[config.mk]
export PLATFORM = sky130hd
export DESIGN_NAME = irq_trigger_stage
export DESIGN_NICKNAME = d
export VERILOG_FILES = /design/src/rtl/irq_trigger_stage.sv
export SDC_FILE = /design/constraint.sdc
export NUM_CORES = 1
export LEC_CHECK = 0
export CAP_MARGIN = 40
export CORE_MARGIN = 3
export CORE_UTILIZATION = 50
export DETAILED_ROUTE_END_ITERATION = 10
export PLACE_DENSITY = 0.73
export SLEW_MARGIN = 10
export SYNTH_ARGS = -nofsm -noshare
export SYNTH_HDL_FRONTEND = slang
export SYNTH_SLANG_ARGS = --single-unit
[constraint.sdc]
create_clock -name clk -period 9.8 [get_ports clk]
set_clock_uncertainty 0.2 [all_clocks]
set_input_delay 2.94 -clock clk [delete_from_list [all_inputs] [get_ports clk]]
set_output_delay 2.94 -clock clk [all_outputs]
set_load 0.02 [all_outputs]
[src/rtl/irq_trigger_stage.sv]
module irq_trigger_stage #(
  parameter int CNT_W = 4
) (
  input  logic        clk,
  input  logic        rst_n,
  input  logic [1:0]  cmd_op,
  input  logic [3:0]  cmd_line,
  input  logic [1:0]  bank_ready,
  input  logic        reg_wr,
  input  logic        reg_rd,
  input  logic        reg_bank,
  input  logic [2:0]  reg_bytes,
  input  logic [7:0]  reg_wdata,
  output logic [7:0]  reg_rdata,
  output logic [15:0] req_set,
  output logic [15:0] req_clr,
  output logic        cnt_err
);
  localparam logic [CNT_W-1:0] CMAX = {CNT_W{1'b1}};
  localparam logic [CNT_W-1:0] ONE  = CNT_W'(1);
  localparam logic [7:0] MASK0 = 8'hF8;
  localparam logic [7:0] MASK1 = 8'hDE;

  logic [7:0]       trig [2];
  logic [CNT_W-1:0] cnt [16];

  logic             bank, go, lvl, s, k, e;
  logic [CNT_W-1:0] c, nxt;
  logic             byte_ok;

  assign bank    = cmd_line[3];
  assign go      = (cmd_op != 2'b00) && bank_ready[bank];
  assign c       = cnt[cmd_line];
  assign lvl     = trig[bank][cmd_line[2:0]];
  assign byte_ok = (reg_bytes == 3'd1);
  assign reg_rdata = (reg_rd && byte_ok) ? trig[reg_bank] : 8'h00;

  always_comb begin
    nxt = c;
    s = 1'b0;
    k = 1'b0;
    e = 1'b0;
    case (cmd_op)
      2'b01: begin
        nxt = (c == CMAX) ? c : c + ONE;
        s   = (c == '0) || lvl;
      end
      2'b10: begin
        if (c == '0) begin
          e = 1'b1;
        end else begin
          nxt = c - ONE;
          s   = lvl && (c > ONE);
          k   = lvl && (c == ONE);
        end
      end
      2'b11: begin
        s = (c == '0) || lvl;
        k = (c == '0) && lvl;
      end
      default: ;
    endcase
  end

  always_ff @(posedge clk) begin
    if (!rst_n) begin
      req_set <= '0;
      req_clr <= '0;
      cnt_err <= 1'b0;
      trig[0] <= '0;
      trig[1] <= '0;
      for (int i = 0; i < 16; i++) cnt[i] <= '0;
    end else begin
      req_set <= (go && s) ? (16'h0001 << cmd_line) : 16'h0000;
      req_clr <= (go && k) ? (16'h0001 << cmd_line) : 16'h0000;
      cnt_err <= go && e;
      if (go) cnt[cmd_line] <= nxt;
      if (reg_wr && byte_ok)
        trig[reg_bank] <= reg_wdata & (reg_bank ? MASK1 : MASK0);
    end
  end
endmodule

Yosys cells after proc, flatten, opt, wreduce, memory -nomap -nowiden:

Memories as Yosys holds them, arrays and structs flattened.
Cells that the tools add are included.

* equality and inequality tests: 6
* div/mod/pow operators: 0
* add/sub/neg operators: 2
* reductions and logical operators: 17
* bitwise logic cells: 1
* multipliers: 0
* magnitude comparators: 3
* mux-type cells: 28
* shift-type cells: 1

Operator list (number)
* $mux W1: 17
* $mux W4: 4
* $mux W8: 2
* $shl A1 B4 Y16 const A: 1
* $logic_and A1 B1 Y1: 9
* $and A8 B8 Y8: 1
* $pmux W4 S2: 1
* $reduce_or A8 Y1: 1
* $mux W6: 1
* $add A4 B1 Y4 const B: 1
* $eq A2 B2 Y1 const B: 2
* $eq A4 B1 Y1 const B: 1
* $eq A4 B4 Y1 const B: 1
* $gt A4 B1 Y1 const B: 1
* $logic_not A4 Y1: 1
* $lt A3 B4 Y1 const B: 1
* $pmux W1 S2: 2
* $reduce_and A2 Y1: 2
* $reduce_or A4 Y1: 1
* $sub A4 B1 Y4 const B: 1
* $bmux W1 S3: 1
* $eq A3 B1 Y1 const B: 1
* $eq A2 B1 Y1 const B: 1
* $lt A1 B2 Y1 const B: 1
* 3 further kinds: 3

* input bits: 24
* memory bits (read-only): 0
* memories: 2
* register bits: 33
* output and inout bits: 41
* latch bits: 0
* bits in writable memories: 80

Memories
* cnt: words 16, width 4, rd ports 1, clocked after Yosys merged registers in 0, write ports 16, RTL line 25 `logic [CNT_W-1:0] cnt [16];`
* trig: words 2, width 8, rd ports 2, clocked after Yosys merged registers in 0, write ports 2, RTL line 24 `logic [7:0] trig [2];`

Logic depth before layout (Yosys ltp):

Gate-level depths: netlist of run 1.

* depth after elaboration: 8
* mapped depth: 13
* mapped depth without buffers: 10

Worst setup path before layout of run 1:

Ideal clock, no wire load.

* path kind: in2out
* start point: in reg_bank
* end point: out reg_rdata[4]
* arrival: 3.898 ns
* path buffers: 2
* stages on the path: 4
* data required time: 6.660 ns
* path slack: 2.762 ns
* cells stage by stage: clkbuf_1 clkbuf_1 mux2i_1 nor2_1

* longest elaborated chain between the ends: 2

RTL lines
* start: declaration: RTL line 11 `input logic reg_bank,`
* $mem_v2 Z2 W8
* $mux W8: RTL line 36 `assign reg_rdata = (reg_rd && byte_ok) ? trig[reg_bank] : 8'h00;`
* end: declaration: RTL line 14 `output logic [7:0] reg_rdata,`

Every way passes these cells.

Final worst setup path of run 1:

* start point: in reg_bank
* end point: out reg_rdata[3]

Same word-level chain as after synthesis.

==> impl_metrics.json, run 1 <==
{
  "synthMuxAreaShare_pct": 11.0,
  "grt_pass1_wl_um": 17500,
  "gp_routability_congestion": 0.832,
  "wire_per_inst_um": 17.9,
  "sw_frac_of_total_pct": 27.0,
  "final_antenna_net_count": 0,
  "synthSimpleGateAreaFrac_pct": 19.4,
  "dr_total_vias": 3463,
  "crit_slowest_cell": "clkdlybuf4s50_1",
  "endpoint_kind": "primary output",
  "synth.avg_cell_area_um2": 12.3,
  "dp.cells": 595,
  "rsz0062_at_grt": "no",
  "finalSetupViolCount": 0,
  "cts-root-buf": "clkbuf_8",
  "synthDistinctLibCells": 55,
  "setup_tns_ps": 0,
  "drc": 0,
  "clock_sinks": 111,
  "path_delay_family": "buffers and inverters",
  "synth_top_family_by_area": "simple AND/OR/NAND/NOR gates",
  "yosysWarnings": 0,
  "dieArea_um2": 11600,
  "drtPass1Iterations": 5,
  "io_pins": 65,
  "slowest_delay_ps": 870,
  "cts_hold_buf": 0,
  "max-cap-violations": 0,
  "grt_start_max_net_pins": 32,
  "critPathLaunchType": "primary input",
  "leakage_uw": 0.00213,
  "cts_buffers": 9,
  "dp_hpwl_um": 7710,
  "final_nets": 505,
  "area_growth_pct": 16.2,
  "rows": 36,
  "postCtsSetupBuffers": 0,
  "period_needed_ps": 7860,
  "io_buffers": 62,
  "required_ps": 6660,
  "p_sw_uw": 244,
  "status": "completed",
  "slew_headroom_pct": 36.2,
  "holdPathStages": 4,
  "syn_area_um2": 5170,
  "p_clk_share_pct": 28.3,
  "async_flop_share_pct": 0,
  "grt_antenna_before_repair": 0,
  "layout-drive-gt1-share_pct": 14.2,
  "irDropWorstVdd_uv": 67.8,
  "h-tree-depth": 3,
  "p_seq_share_pct": 57.5,
  "die_w_um": 108,
  "gr-total-overflow": 0,
  "synthCells": 422,
  "grtUsageTotal_pct": 19.6,
  "drv_slew": 0,
  "worst_pin_slew_ps": 957,
  "cts_resized": 0,
  "hold_path_end": "cnt_err",
  "crit_top_cell": "clkdlybuf4s50_1",
  "hp-start": "cnt[15][3]",
  "yosysSeqAreaShare_pct": 58.0,
  "coreArea_um2": 9910,
  "clk_latency_ps": 370,
  "reg2regPathDepth": 8,
  "drt-total-wl_um": 10900,
  "finalHoldViolations": 0,
  "pwr-share-comb_pct": 14.2,
  "viasPerCell": 5.67,
  "cts_buffer_depth": 2,
  "ys.flop_type": "edfxtp_1",
  "max_freq_mhz": 127,
  "cts_tree": "yes",
  "finalCritPeriodShare_pct": 80.2,
  "worstReg2RegEnd": "cnt[1][3]",
  "crit_chain": "clkdlybuf4s50_1 -> mux2i_1 -> nor2_1 -> clkdlybuf4s50_1",
  "n_antenna_cell": 0,
  "crit_path_max_fanout": 15,
  "r2r_setup_slack_ps": 6260,
  "power_density_nw_per_um2": 151,
  "timing.rr.start": "cnt[0][1]",
  "synth_seq_cells": 111,
  "finalPower_uw": 905,
  "chipHeight_um": 108,
  "yosys.area_share.xor_xnor_pct": 0,
  "fin_cells": 611,
  "synth-compound-area-share_pct": 5.20,
  "start_util_pct": 52.2,
  "grt_pass1_vias": 3385,
  "synth_edf_count": 78,
  "worst_hold_path_type": "flop to flop",
  "first_iter_violations": 243,
  "power.internal_uw": 661,
  "path_buf_inv": 2,
  "worstPathArrival_ps": 4720,
  "clk_pin_slew_ps": 100,
  "critical_path_class": "primary input to primary output",
  "synthAdderAreaFrac_pct": 1.93
}
[metal layers]
metal | global-route usage, % | wire (um)
met1 | 25.7 | 4580
met4 | 6.76 | 126
met5 | 0 | 0
met3 | 2.64 | 657
met2 | 33.5 | 5550
[placed cells by master, fill, tap and decap left out, types with 3 or more instances in the layout]
cell type,count
nand3_1,9
a22o_1,5
nand2_1,31
and2_1,8
nor2_2,10
o22ai_1,4
edfxtp_1,78
nand2b_1,7
clkdlybuf4s50_1,61
and3_1,9
ha_1,8
a21oi_1,4
nor3_1,25
nand3b_1,3
conb_1,6
inv_1,5
buf_4,3
nor2_1,73
nor2b_1,5
nand4_1,6
mux2_2,3
mux2i_1,15
mux4_2,17
clkbuf_8,9
dfxtp_1,33
[cells by family (layout without fill, tap and decap cells)]
| logic type | after synthesis | count (layout) |
|---|---|---|
| and+or+nand+nor | 201 | 201 |
| adders and majority gates | 8 | 8 |
| AOI/OAI and AO/OA | 28 | 28 |
| DFF | 111 | 111 |
| buffers and inverters | 38 | 89 |
| muxes | 35 | 35 |
| other | 1 | 6 |
[state kept, by name (all words and copies together), names as in the netlist]
| signal | flops |
|---|---|
| req_set | 16 |
| cnt | 64 |
| req_clr | 16 |
| trig | 14 |
| cnt_err | 1 |
[area by class of cell]
class                   count  area (um2)
clock buffers              10         128
clock inverters             6        51.3
fillers                   759        3900
inverters                   6        22.5
multi-input cells         278        1970
flip-flops and latches    111        3000
well taps                 133         166
repair buffers             67         673
[cell usage after synthesis (2+ instances only)]
| cell | n | share of area (%) |
|---|---|---|
| edfxtp_1 | 78 | 45 |
| nor2_1 | 73 | 5.3 |
| dfxtp_1 | 33 | 13 |
| nand2_1 | 31 | 2.2 |
| nor3_1 | 25 | 2.4 |
| mux4_2 | 17 | 7.4 |
| mux2i_1 | 15 | 2.9 |
| clkbuf_1 | 11 | 0.80 |
| nor2_2 | 10 | 1.2 |
| and3_1 | 9 | 1.1 |
| nand3_1 | 9 | 0.87 |
| and2_1 | 8 | 0.97 |
| ha_1 | 8 | 1.9 |
| nand2b_1 | 7 | 0.85 |
| buf_2 | 6 | 0.58 |
| nand4_1 | 6 | 0.73 |
| a22o_1 | 5 | 0.85 |
| buf_4 | 5 | 0.73 |
| buf_6 | 5 | 1.1 |
| inv_1 | 5 | 0.36 |
| nor2b_1 | 5 | 0.60 |
| a21oi_1 | 4 | 0.39 |
| o22ai_1 | 4 | 0.48 |
| mux2_2 | 3 | 0.65 |
| nand3b_1 | 3 | 0.44 |
| nor3b_1 | 3 | 0.44 |
| and3_4 | 2 | 0.44 |
| buf_1 | 2 | 0.15 |
| clkbuf_2 | 2 | 0.19 |
| nor4_1 | 2 | 0.24 |
| o21ai_0 | 2 | 0.19 |
[worst reg2reg max path, stage by stage (launching register included)]
cell and delay [ps]:
edfxtp_1 410, mux4_2 490, a22o_1 260, a221oi_4 370, ha_1 420, nand3b_1 150
mux2i_1 80, a22oi_2 770, nor2_1 110
[worst max-delay path by stage]
| stage | from | endpoint | slack (ps) | cells past startpoint |
|---|---|---|---|---|
| 2_1_floorplan | reg_bank | reg_rdata[4] | 2760 | 4 |
| 3_3_place_gp | reg_bank | reg_rdata[7] | 1980 | 4 |
| 3_5_place_dp | reg_bank | reg_rdata[3] | 1950 | 4 |
| 4_1_cts | reg_bank | reg_rdata[3] | 1940 | 4 |
| 5_1_grt | reg_bank | reg_rdata[5] | 1850 | 4 |
| 6_report | reg_bank | reg_rdata[3] | 1940 | 4 |
[power by group through the flow]
| stage | Sequential (uW) | Combinational, uW | Clock, uW |
|---|---|---|---|
| 2_1_floorplan | 530 | 95.4 | 0 |
| 3_5_place_dp | 531 | 128 | 0 |
| 3_3_place_gp | 531 | 124 | 0 |
| 6_report | 520 | 129 | 256 |
| 4_1_cts | 521 | 128 | 258 |
| 5_1_grt | 522 | 139 | 277 |
[through the flow]
step	instance area [um2]	hold WS [ps]	worst slack (ps)	utilization (%)
floorplan	5190	828	2760	-
global placement	5800	947	1980	58.5
detailed placement	5830	945	1950	58.9
CTS	6010	966	1940	60.7
global route	6010	996	1850	60.7
finish	6010	963	1940	60.7
(Power assumes the default switching activity.)
==> run 2, diff against run 1 <==
==> constraint.sdc (replaced) <==
create_clock -name clk -period 7.8 [get_ports clk]
set_clock_uncertainty 0.2 [all_clocks]
set_input_delay 2.34 -clock clk [delete_from_list [all_inputs] [get_ports clk]]
set_output_delay 2.34 -clock clk [all_outputs]
set_load 0.02 [all_outputs]
==> impl_metrics.json, run 2 (synthesis results as in run 1) <==
{
  "area_growth_pct": 16.6,
  "hp-start": "cnt[15][3]",
  "p_seq_share_pct": 57.2,
  "finalSetupViolCount": 0,
  "reg2regPathDepth": 8,
  "io_buffers": 62,
  "postCtsSetupBuffers": 0,
  "first_iter_violations": 285,
  "fillers": 825,
  "start_util_pct": 52.2,
  "power.internal_uw": 830,
  "io_pins": 65,
  "worstReg2RegEnd": "cnt[5][0]",
  "finalCritPeriodShare_pct": 85.7,
  "grt_pass1_wl_um": 17800,
  "pwr-share-comb_pct": 14.2,
  "slew_headroom_pct": 38.7,
  "viasPerCell": 5.61,
  "crit_path_max_fanout": 15,
  "crit_path_end": "reg_rdata[7]",
  "regMostFlops": "cnt",
  "clk_latency_ps": 370,
  "holdPathStages": 4,
  "r2r_setup_slack_ps": 4300,
  "largest_reg_flops": 64,
  "chipHeight_um": 108,
  "final_antenna_net_count": 0,
  "grt_start_max_net_pins": 30,
  "place_area_um2": 5850,
  "drtPass1Iterations": 5,
  "setup_tns_ps": 0,
  "rows": 36,
  "cts_hold_buf": 0,
  "reg_top3": "cnt: 64 flops, req_clr: 16 flops, req_set: 16 flops",
  "startpoint": "reg_bank",
  "endpoint_kind": "primary output",
  "grtUsageTotal_pct": 20.1,
  "wire_per_inst_um": 17.9,
  "cts_buffers": 9,
  "grt_pass1_vias": 3347,
  "layout-drive-gt1-share_pct": 14.0,
  "dp_hpwl_um": 7700,
  "power_density_nw_per_um2": 189,
  "p_sw_uw": 312,
  "worst_hold_path_type": "flop to flop",
  "cts_resized": 0,
  "coreArea_um2": 9910,
  "dieArea_um2": 11600,
  "worstPathArrival_ps": 4150,
  "max_freq_mhz": 150,
  "irDropWorstVdd_uv": 104,
  "timing.rr.start": "cnt[2][1]",
  "period_needed_ps": 6690,
  "finalInstanceArea_um2": 6030,
  "sw_frac_of_total_pct": 27.3,
  "status": "completed",
  "gr-total-overflow": 0,
  "cts-root-buf": "clkbuf_8",
  "mostFrequentLayoutCells": "edfxtp_1, nor2_1, clkdlybuf4s50_1",
  "drc": 0,
  "max-cap-violations": 0,
  "finalHoldViolations": 0,
  "grt_antenna_before_repair": 0,
  "die_w_um": 108,
  "critPathLaunchType": "primary input",
  "clock_sinks": 111,
  "final_common_cell": "edfxtp_1",
  "clk_pin_slew_ps": 110,
  "leakage_uw": 0.00213,
  "critical_path_class": "primary input to primary output",
  "cts_buffer_depth": 2,
  "drt-total-wl_um": 10900,
  "p_clk_share_pct": 28.6,
  "n_antenna_cell": 0,
  "h-tree-depth": 3,
  "required_ps": 5260,
  "worst_pin_slew_ps": 919,
  "drv_slew": 0,
  "cts_tree": "yes",
  "gp_routability_congestion": 0.870,
  "rsz0062_at_grt": "no",
  "final_nets": 505,
  "dr_total_vias": 3427
}
## run 2: area by class of cell
type,instances,area (um2),share of cell area (%)
clock inverters,7,60.1,0.996
multi-input cells,278,1970,32.7
inverters,6,22.5,0.373
repair buffers,67,686,11.4
flip-flops and latches,111,3000,49.8
clock buffers,9,124,2.05
well taps,133,166,2.76
## run 2: routing by layer
layer | wire (um) | global-route usage, % | part of all wire [%]
met4 | 96 | 6.67 | 0.88
met2 | 5410 | 33.6 | 49
met3 | 689 | 3.60 | 6.3
met5 | 0 | 0 | 0
met1 | 4750 | 26.7 | 43
## run 2: power groups by stage
stage	clock network, uW	registers (uW)	logic, uW
5_1_grt	355	656	176
6_report	327	654	162
3_5_place_dp	0	667	162
2_1_floorplan	0	665	120
3_3_place_gp	0	667	155
4_1_cts	329	654	163
## run 2: stage by stage
stage	worst slack [ps]	util (%)	cells	total power, uW	hold WS, ps
3_5_place_dp	1130	59.0	595	829	969
6_report	1110	60.9	611	1140	995
5_1_grt	1010	60.9	611	1190	1050
3_3_place_gp	1170	58.5	593	822	950
2_1_floorplan	1960	-	427	785	828
4_1_cts	1130	60.9	611	1150	992
## run 2: worst min-delay path by stage
stage	end
5_1_grt	cnt_err
2_1_floorplan	req_set[1]
4_1_cts	cnt_err
3_3_place_gp	cnt_err
6_report	cnt_err
3_5_place_dp	cnt_err
## run 2: critical path, cell delays in order
cell and delay [ps]:
clkdlybuf4s50_1 880, mux2i_1 170, nor2_1 130, clkdlybuf4s50_1 630
